### config.mk
export PLATFORM = sky130hd
export DESIGN_NAME = nmi_ctrl
export DESIGN_NICKNAME = d
export VERILOG_FILES = /design/src/rtl/nmi_ctrl_pkg.sv /design/src/rtl/nmi_pin_edge.sv /design/src/rtl/nmi_wdt_gate.sv /design/src/rtl/nmi_arbiter.sv /design/src/rtl/nmi_ctrl.sv
export SDC_FILE = /design/constraint.sdc
export NUM_CORES = 1
export LEC_CHECK = 0
export BUFFER_PORTS_ARGS = -buffer_cell sky130_fd_sc_hd__buf_4
export CAP_MARGIN = 10
export CORE_AREA = 2 2 39 41
export CTS_CLUSTER_DIAMETER = 200
export CTS_CLUSTER_SIZE = 16
export DETAILED_ROUTE_END_ITERATION = 6
export DIE_AREA = 0 0 41 43
export GPL_TIMING_DRIVEN = 0
export PLACE_DENSITY_LB_ADDON = 0.05
export SLEW_MARGIN = 20
export SYNTH_ARGS = -nofsm -noshare
export SYNTH_HDL_FRONTEND = slang
export SYNTH_SLANG_ARGS = --single-unit
### constraint.sdc
create_clock -name clk -period 1.35 [get_ports clk]
set_clock_uncertainty 0.1 [all_clocks]
set_input_delay 0.135 -clock clk [delete_from_list [all_inputs] [get_ports clk]]
set_output_delay 0.135 -clock clk [all_outputs]
set_load 0.01 [all_outputs]
### src/rtl/nmi_ctrl_pkg.sv
package nmi_ctrl_pkg;

  typedef enum logic {
    SRC_PIN = 1'b0,
    SRC_WDT = 1'b1
  } nmi_src_e;

  // Edge qualification: compares the previous and current synchronised level.
  function automatic logic edge_hit(input logic prev, input logic cur,
                                    input logic rise_en, input logic fall_en);
    return (rise_en & ~prev & cur) | (fall_en & prev & ~cur);
  endfunction

  // Source of a merged pending slot: a pin event anywhere in the merge wins.
  function automatic nmi_src_e merge_src(input logic held_valid, input nmi_src_e held_src,
                                         input logic pin_ev);
    if (pin_ev || (held_valid && held_src == SRC_PIN)) return SRC_PIN;
    return SRC_WDT;
  endfunction

endpackage

### src/rtl/nmi_pin_edge.sv
module nmi_pin_edge #(
  parameter int SYNC_STAGES = 2
) (
  input  logic clk,
  input  logic rst,
  input  logic pin,
  input  logic rise_en,
  input  logic fall_en,
  output logic edge_ev
);
  import nmi_ctrl_pkg::*;

  localparam int LAST = SYNC_STAGES - 1;

  logic [LAST:0] stage_q;
  logic          hist_q;
  logic          level;

  for (genvar g = 0; g < SYNC_STAGES; g++) begin : g_sync
    if (g == 0) begin : g_first
      always_ff @(posedge clk) begin
        if (rst) stage_q[g] <= 1'b0;
        else     stage_q[g] <= pin;
      end
    end else begin : g_next
      always_ff @(posedge clk) begin
        if (rst) stage_q[g] <= 1'b0;
        else     stage_q[g] <= stage_q[g-1];
      end
    end
  end

  assign level = stage_q[LAST];

  always_ff @(posedge clk) begin
    if (rst) hist_q <= 1'b0;
    else     hist_q <= level;
  end

  assign edge_ev = edge_hit(hist_q, level, rise_en, fall_en);

endmodule

### src/rtl/nmi_wdt_gate.sv
module nmi_wdt_gate (
  input  logic wdt_ovf,
  input  logic wdt_nmi_mode,
  output logic wdt_ev
);
  assign wdt_ev = wdt_ovf & wdt_nmi_mode;
endmodule

### src/rtl/nmi_arbiter.sv
module nmi_arbiter (
  input  logic clk,
  input  logic rst,
  input  logic ev_pin,
  input  logic ev_wdt,
  input  logic ack,
  input  logic reti,
  output logic req,
  output logic req_src,
  output logic in_svc,
  output logic can_present
);
  import nmi_ctrl_pkg::*;

  logic     req_q,  req_n;
  nmi_src_e rsrc_q, rsrc_n;
  logic     svc_q,  svc_n;
  logic     pend_q, pend_n;
  nmi_src_e psrc_q, psrc_n;
  logic     any_ev;

  assign any_ev      = ev_pin | ev_wdt;
  assign can_present = ~svc_q & ~req_q;

  always_comb begin
    req_n  = req_q;
    rsrc_n = rsrc_q;
    svc_n  = svc_q;
    pend_n = pend_q;
    psrc_n = psrc_q;

    if (ack && req_q) begin
      req_n = 1'b0;
      svc_n = 1'b1;
    end else if (reti && svc_q) begin
      svc_n = 1'b0;
    end

    if (can_present) begin
      if (pend_q) begin
        req_n  = 1'b1;
        rsrc_n = psrc_q;
        pend_n = any_ev;
        psrc_n = merge_src(1'b0, SRC_WDT, ev_pin);
      end else if (ev_pin) begin
        req_n  = 1'b1;
        rsrc_n = SRC_PIN;
        pend_n = ev_wdt;
        psrc_n = SRC_WDT;
      end else if (ev_wdt) begin
        req_n  = 1'b1;
        rsrc_n = SRC_WDT;
      end
    end else if (any_ev) begin
      pend_n = 1'b1;
      psrc_n = merge_src(pend_q, psrc_q, ev_pin);
    end
  end

  always_ff @(posedge clk) begin
    if (rst) begin
      req_q  <= 1'b0;
      rsrc_q <= SRC_PIN;
      svc_q  <= 1'b0;
      pend_q <= 1'b0;
      psrc_q <= SRC_PIN;
    end else begin
      req_q  <= req_n;
      rsrc_q <= rsrc_n;
      svc_q  <= svc_n;
      pend_q <= pend_n;
      psrc_q <= psrc_n;
    end
  end

  assign req     = req_q;
  assign req_src = rsrc_q;
  assign in_svc  = svc_q;

endmodule

### src/rtl/nmi_ctrl.sv
module nmi_ctrl #(
  parameter int SYNC_STAGES = 2
) (
  input  logic clk,
  input  logic rst,
  input  logic nmi_pin,
  input  logic rise_en,
  input  logic fall_en,
  input  logic wdt_ovf,
  input  logic wdt_nmi_mode,
  input  logic ack,
  input  logic reti,
  output logic req,
  output logic req_src,
  output logic in_svc
);

  logic ev_pin;
  logic ev_wdt;
  logic can_present;

  nmi_pin_edge #(.SYNC_STAGES(SYNC_STAGES)) i_pin_edge (
    .clk     (clk),
    .rst     (rst),
    .pin     (nmi_pin),
    .rise_en (rise_en),
    .fall_en (fall_en),
    .edge_ev (ev_pin)
  );

  nmi_wdt_gate i_wdt_gate (
    .wdt_ovf      (wdt_ovf),
    .wdt_nmi_mode (wdt_nmi_mode),
    .wdt_ev       (ev_wdt)
  );

  nmi_arbiter i_arbiter (
    .clk         (clk),
    .rst         (rst),
    .ev_pin      (ev_pin),
    .ev_wdt      (ev_wdt),
    .ack         (ack),
    .reti        (reti),
    .req         (req),
    .req_src     (req_src),
    .in_svc      (in_svc),
    .can_present (can_present)
  );

endmodule

# Word level (Yosys, flattened, before mapping)
# Cells that the tools add are included.
[op_classes] bitwise_logic=13 mux=28 reduce_logical=9 n_eq_ne=1
[ops] cell="$mux W1" n=28
[ops] cell="$and A1 B1 Y1" n=6
[ops] cell="$not A1 Y1" n=5
[ops] cell="$reduce_and A2 Y1" n=2
[ops] cell="$reduce_bool A2 Y1" n=2
[ops] cell="$logic_and A1 B1 Y1" n=3
[ops] cell="$ne A3 B1 Y1 const B" n=1
[ops] cell="$reduce_bool A3 Y1" n=1
[ops] cell="$or A1 B1 Y1" n=2
[ops] cell="$logic_or A1 B1 Y1" n=1
[totals] word_cells=59 output_inout_bits=3 in_bits=9 register_bits=8

# Depth between registers and ports, before layout
[logic_depth] word_depth=11 depth_mapped=4 mapped_depth_nobuf=3

# By module
# Synthesis repeated with hierarchy kept, for this count alone.
[hier_totals] cells_unflattened=36 hier_area_um2=351.6
[modules_own_cells] mod="nmi_arbiter" seq_area_each_um2=100.1 n_inst=1 cells_per_inst=26 area_each_um2=247.7
[modules_own_cells] mod="nmi_pin_edge" seq_area_each_um2=60.1 n_inst=1 cells_per_inst=9 area_each_um2=97.6
[modules_own_cells] mod="nmi_wdt_gate" seq_area_each_um2=0.0 n_inst=1 cells_per_inst=1 area_each_um2=6.3

# Least setup slack after synthesis
# No wires, ideal clock.
[synth_timing] path_kind="reg-to-reg" startpoint="register i_pin_edge.hist_q" endpoint="register i_arbiter.psrc_q" arrival_time_ns=1.214 t_required_ns=1.176 setup_slack_ns=-0.038 setup_ns=0.074 period_less_slack_ns=1.388 n_path_buf=1 path_stages_with_launch=5 cell_sequence="dfxtp_1 > and3b_1 > buf_6 > or4_1 > a31oi_1"
[synth_via] elab_chain_cells=11 elab_cells_between_ends=22 classes_between="eq/ne (1); mux (11); bitwise (7); reduce/logical (3)"
[synth_rtl] element="from (decl)" line_no="nmi_pin_edge.sv:16" source="logic hist_q;"
[synth_rtl] element="from (signal assigned)" line_no="nmi_pin_edge.sv:37" source="else hist_q <= level;"
[synth_rtl] element="$not A1 Y1" line_no="nmi_ctrl_pkg.sv:11" source="return (rise_en & ~prev & cur) | (fall_en & prev & ~cur);"
[synth_rtl] element="$and A1 B1 Y1 (2 in a row)" line_no="nmi_ctrl_pkg.sv:11"
[synth_rtl] element="$or A1 B1 Y1 (*)" line_no="nmi_ctrl_pkg.sv:11"
[synth_rtl] element="$logic_or A1 B1 Y1" line_no="nmi_ctrl_pkg.sv:17" source="if (pin_ev || (held_valid && held_src == SRC_PIN)) return SRC_PIN;"
[synth_rtl] element="$mux W1" line_no="nmi_ctrl_pkg.sv:17"
[synth_rtl] element="$mux W1" line_no="nmi_arbiter.sv:54" source="end else if (any_ev) begin"
[synth_rtl] element="$mux W1" line_no="nmi_arbiter.sv:39" source="if (can_present) begin"
[synth_rtl] element="$mux W1" line_no="nmi_ctrl_pkg.sv:18" source="return SRC_WDT;"
[synth_rtl] element="$mux W1" line_no="nmi_arbiter.sv:54"
[synth_rtl] element="$mux W1" line_no="nmi_arbiter.sv:39"
[synth_rtl] element="to (signal assigned)" line_no="nmi_arbiter.sv:72" source="psrc_q <= psrc_n;"
[synth_rtl] element="to (decl)" line_no="nmi_arbiter.sv:19" source="nmi_src_e psrc_q, psrc_n;"
# Every way passes the cells marked *; elsewhere a longest branch is shown, timed or not. The select of a mux whose other input is x is not followed.
# A chain may end at the register's enable or synchronous reset.

# Final worst setup path
# Same ends and word-level chain as after synthesis.

==> impl_results.md <==
- Status: finished, violations left
- Failing checks: negative setup slack
- Vias in the first global route: 342
- Worst Hold Class: primary input to flop
- Core footprint: 1380 um2
- Clock tree sinks: 8
- Int Power: 0.000408 W
- Worst rel slew slack: 77.4%
- Crit-path max cell delay: 0.48 ns
- Leak: 0.234 nW
- I/O Pins: 12
- HP Start: rst
- CP Data Arrival Time: 1.44 ns
- DR WL/cell: 11.8 um
- Initial core utilization: 26.8%
- Final Max Slew Viols: 0
- Total track usage: 10.8%
- DRT Pass-1 Iters: 3
- Mean Syn Cell Area: 9.50 um2
- Chip width: 41 um
- CTS tree: yes
- Combined area of the multi-input logic cells: 204 um2
- Worst-path clk slew: 0.05 ns
- Final instance area: 541 um2
- Syn Inst Count: 39
- Psw: 0.000120 W
- Final nets: 66
- DR vias: 372
- Largest area contributor in the netlist: dfxtp_1
- Dpl cell area: 473 um2
- Pwr/cell area: 977 nW/um2
- Fin crit period: 1.37 ns
- Combinational share of power: 18.1%
- Max Fanout on Critical Path: 7
- Number of synthesized flops with an enable pin: 0
- Max Cap Viol: 0
- Routability cong.: 0.691
- Worst R2R Start: i_pin_edge.hist_q
- Antenna Nets Post-Route: 0
- FF+latch area: 171 um2
- Vias per std cell: 5.24
- Final cell count without fillers: 71
- Iter 0 DRT Violations: 5
- Critical Path RT: 1.42 ns
- Sw Share: 22.8%
- Worst-Skew Late Latency: 0.24 ns
- Synth unique cells: 23
- Final number of hold-violating endpoints: 0
- CTS Buffer Depth: 2
- Slowest cell on crit path: or4_4
- Die area: 1760 um2
- Worst Setup Start Kind: flop
- Final period utilization: 102%
- First-pass GRT wire length: 1.31 mm
- CTS Buf Count: 3
- Share of layout cells above drive strength 1: 49.1%
- Filler cell count: 144
- Slew @ Worst Pin: 0.337 ns
- Initial antenna violation count: 0
- Critical Path End Type: flop
- Sequential element share of the synthesized area: 43.2%
- Inst Count DP: 66
- Worst Setup SP: i_pin_edge.hist_q
- Ys Warns: 0
- RSZ-0062 raised after global routing: yes
- Flops & latches, synth: 8
- Peak VDD IR: 0.585 mV
- Row count: 14
- Ys async rst share: 0%
- GRT overflow: 0
- Top_reg_cell synth: dfxtp_1
- Fmax: 729 MHz
- Clock share of power: 32.3%
- Largest net degree at the start of global routing: 10
- Diodes inserted: 0
- Cell Chain, Critical Path: and3b_2 > or4_4 > a31oi_1
- Synthesized area: 370 um2
- Sequential fraction of design power: 49.6%
- Root cell of the clock tree: clkbuf_4
- Port bufs: 11
- # setup viols final: 1
- P&R area growth vs syn: 45.9%
- Routed WL: 840 um
- CP Class: flop to flop
- Top cells by area, synth: dfxtp_1 43%, nor2b_1 5.1%, a211o_1 4.7%
- Syn_nets: 48
- H-tree levels: 1
- DRC: 0
- Share of the synthesized area in the top cell type: 43.2%
- Final WS setup: -0.0213 ns
- Die Ht: 43 um
-- power by group through the flow --
stage	combinational [W]	sequential (W)	clock (W)
3_5_place_dp	0.0000827	0.000268	0
2_1_floorplan	0.0000410	0.000268	0
6_report	0.0000954	0.000262	0.000171
4_1_cts	0.0000897	0.000265	0.000182
5_1_grt	0.000105	0.000264	0.000193
3_3_place_gp	0.0000806	0.000267	0
-- cell usage in the layout, fill, tap and decap left out, types with 2 or more instances in the layout --
master / netlist / layout
dfxtp_2: 0 / 3
nand2b_1: 2 / 2
a21oi_1: 2 / 2
or3_1: 2 / 2
dfxtp_4: 0 / 2
nor2b_1: 3 / 3
dfxtp_1: 8 / 3
buf_4: 0 / 14
a211oi_1: 2 / 2
and3b_2: 0 / 2
clkbuf_4: 0 / 3
a211o_1: 2 / 2
inv_1: 2 / 2
-- critical path: cells and delay by family (launching register included) --
family | cells | cell delay [ns]
AOI/OAI and AO/OA | 1 | 0.15
and+or+nand+nor | 2 | 0.73
DFF | 1 | 0.31
-- path summary, 6_finish.rpt --
check,depth (start not counted),slack (ns),to
min,2,0.02,i_arbiter.req
min reg2reg,1,0.35,i_pin_edge.level
max reg2reg,3,-0.02,i_arbiter.psrc_q
max,3,-0.02,i_arbiter.psrc_q
-- cell type report --
cell class | count | area share [%]
Timing Repair Buffer | 15 | 21.3
Inverter | 2 | 1.39
Sequential cell | 8 | 31.7
Clock buffer | 3 | 4.17
Tap cell | 16 | 3.70
Multi-Input combinational cell | 27 | 37.7
-- kinds of logic (layout without fill, tap and decap cells) --
group           after synthesis  after routing  share of synthesized area (%)
compound gates               13             13                           26.0
simple gates                 14             14                           24.3
flops                         8              8                           43.2
buf+inv                       4             20                           6.42
-- routing by layer --
| metal | routed length (um) | vias up | track usage, % |
|---|---|---|---|
| met3 | 39 | 0 | 3.14 |
| met2 | 448 | 10 | 19.4 |
| li1 | - | 182 | - |
| met4 | 0 | 0 | 4.00 |
| met1 | 352 | 180 | 10.7 |
| met5 | 0 | - | 0 |
-- metrics by stage --
stage	setup WS, ns	TNS, ns	utilization, %	hold slack, ns	total power, W
final	-0.0213	-0.0213	39.1	0.0156	0.000528
after global routing	-0.0680	-0.0860	39.1	0.0195	0.000562
after CTS	-0.0625	-0.158	37.6	0.00930	0.000536
after detailed placement	-0.101	-0.165	34.2	0.263	0.000351
after global placement	-0.0659	-0.149	34.2	0.252	0.000347
after floorplan	-0.00783	-0.00783	-	0.104	0.000309
-- sequential cells by signal, indices dropped and copies added (netlist names) --
register and cells:
i_pin_edge.level 1, i_arbiter.psrc_q 1, i_arbiter.in_svc 1, i_pin_edge.hist_q 1, i_arbiter.req_src 1, i_arbiter.pend_q 1, i_arbiter.req 1, i_pin_edge.stage_q 1
-- cell usage after synthesis, types with 2 or more instances --
library cell and count:
nand2b_1 2, inv_1 2, dfxtp_1 8, or3_1 2
a211oi_1 2, and3b_1 2, a21oi_1 2, a211o_1 2
nor2b_1 3
-- what timing repair did --
item | in CTS | in global routing
endpoints found under the hold margin | 1 | 0
endpoints found under the setup margin | 3 | 3
cloned | 0 | 0
pin swaps | 2 | 5
gates resized for setup | 6 | 6
setup buffers | 1 | 2
hold buffers | 1 | 0
(Power assumes the default switching activity.)
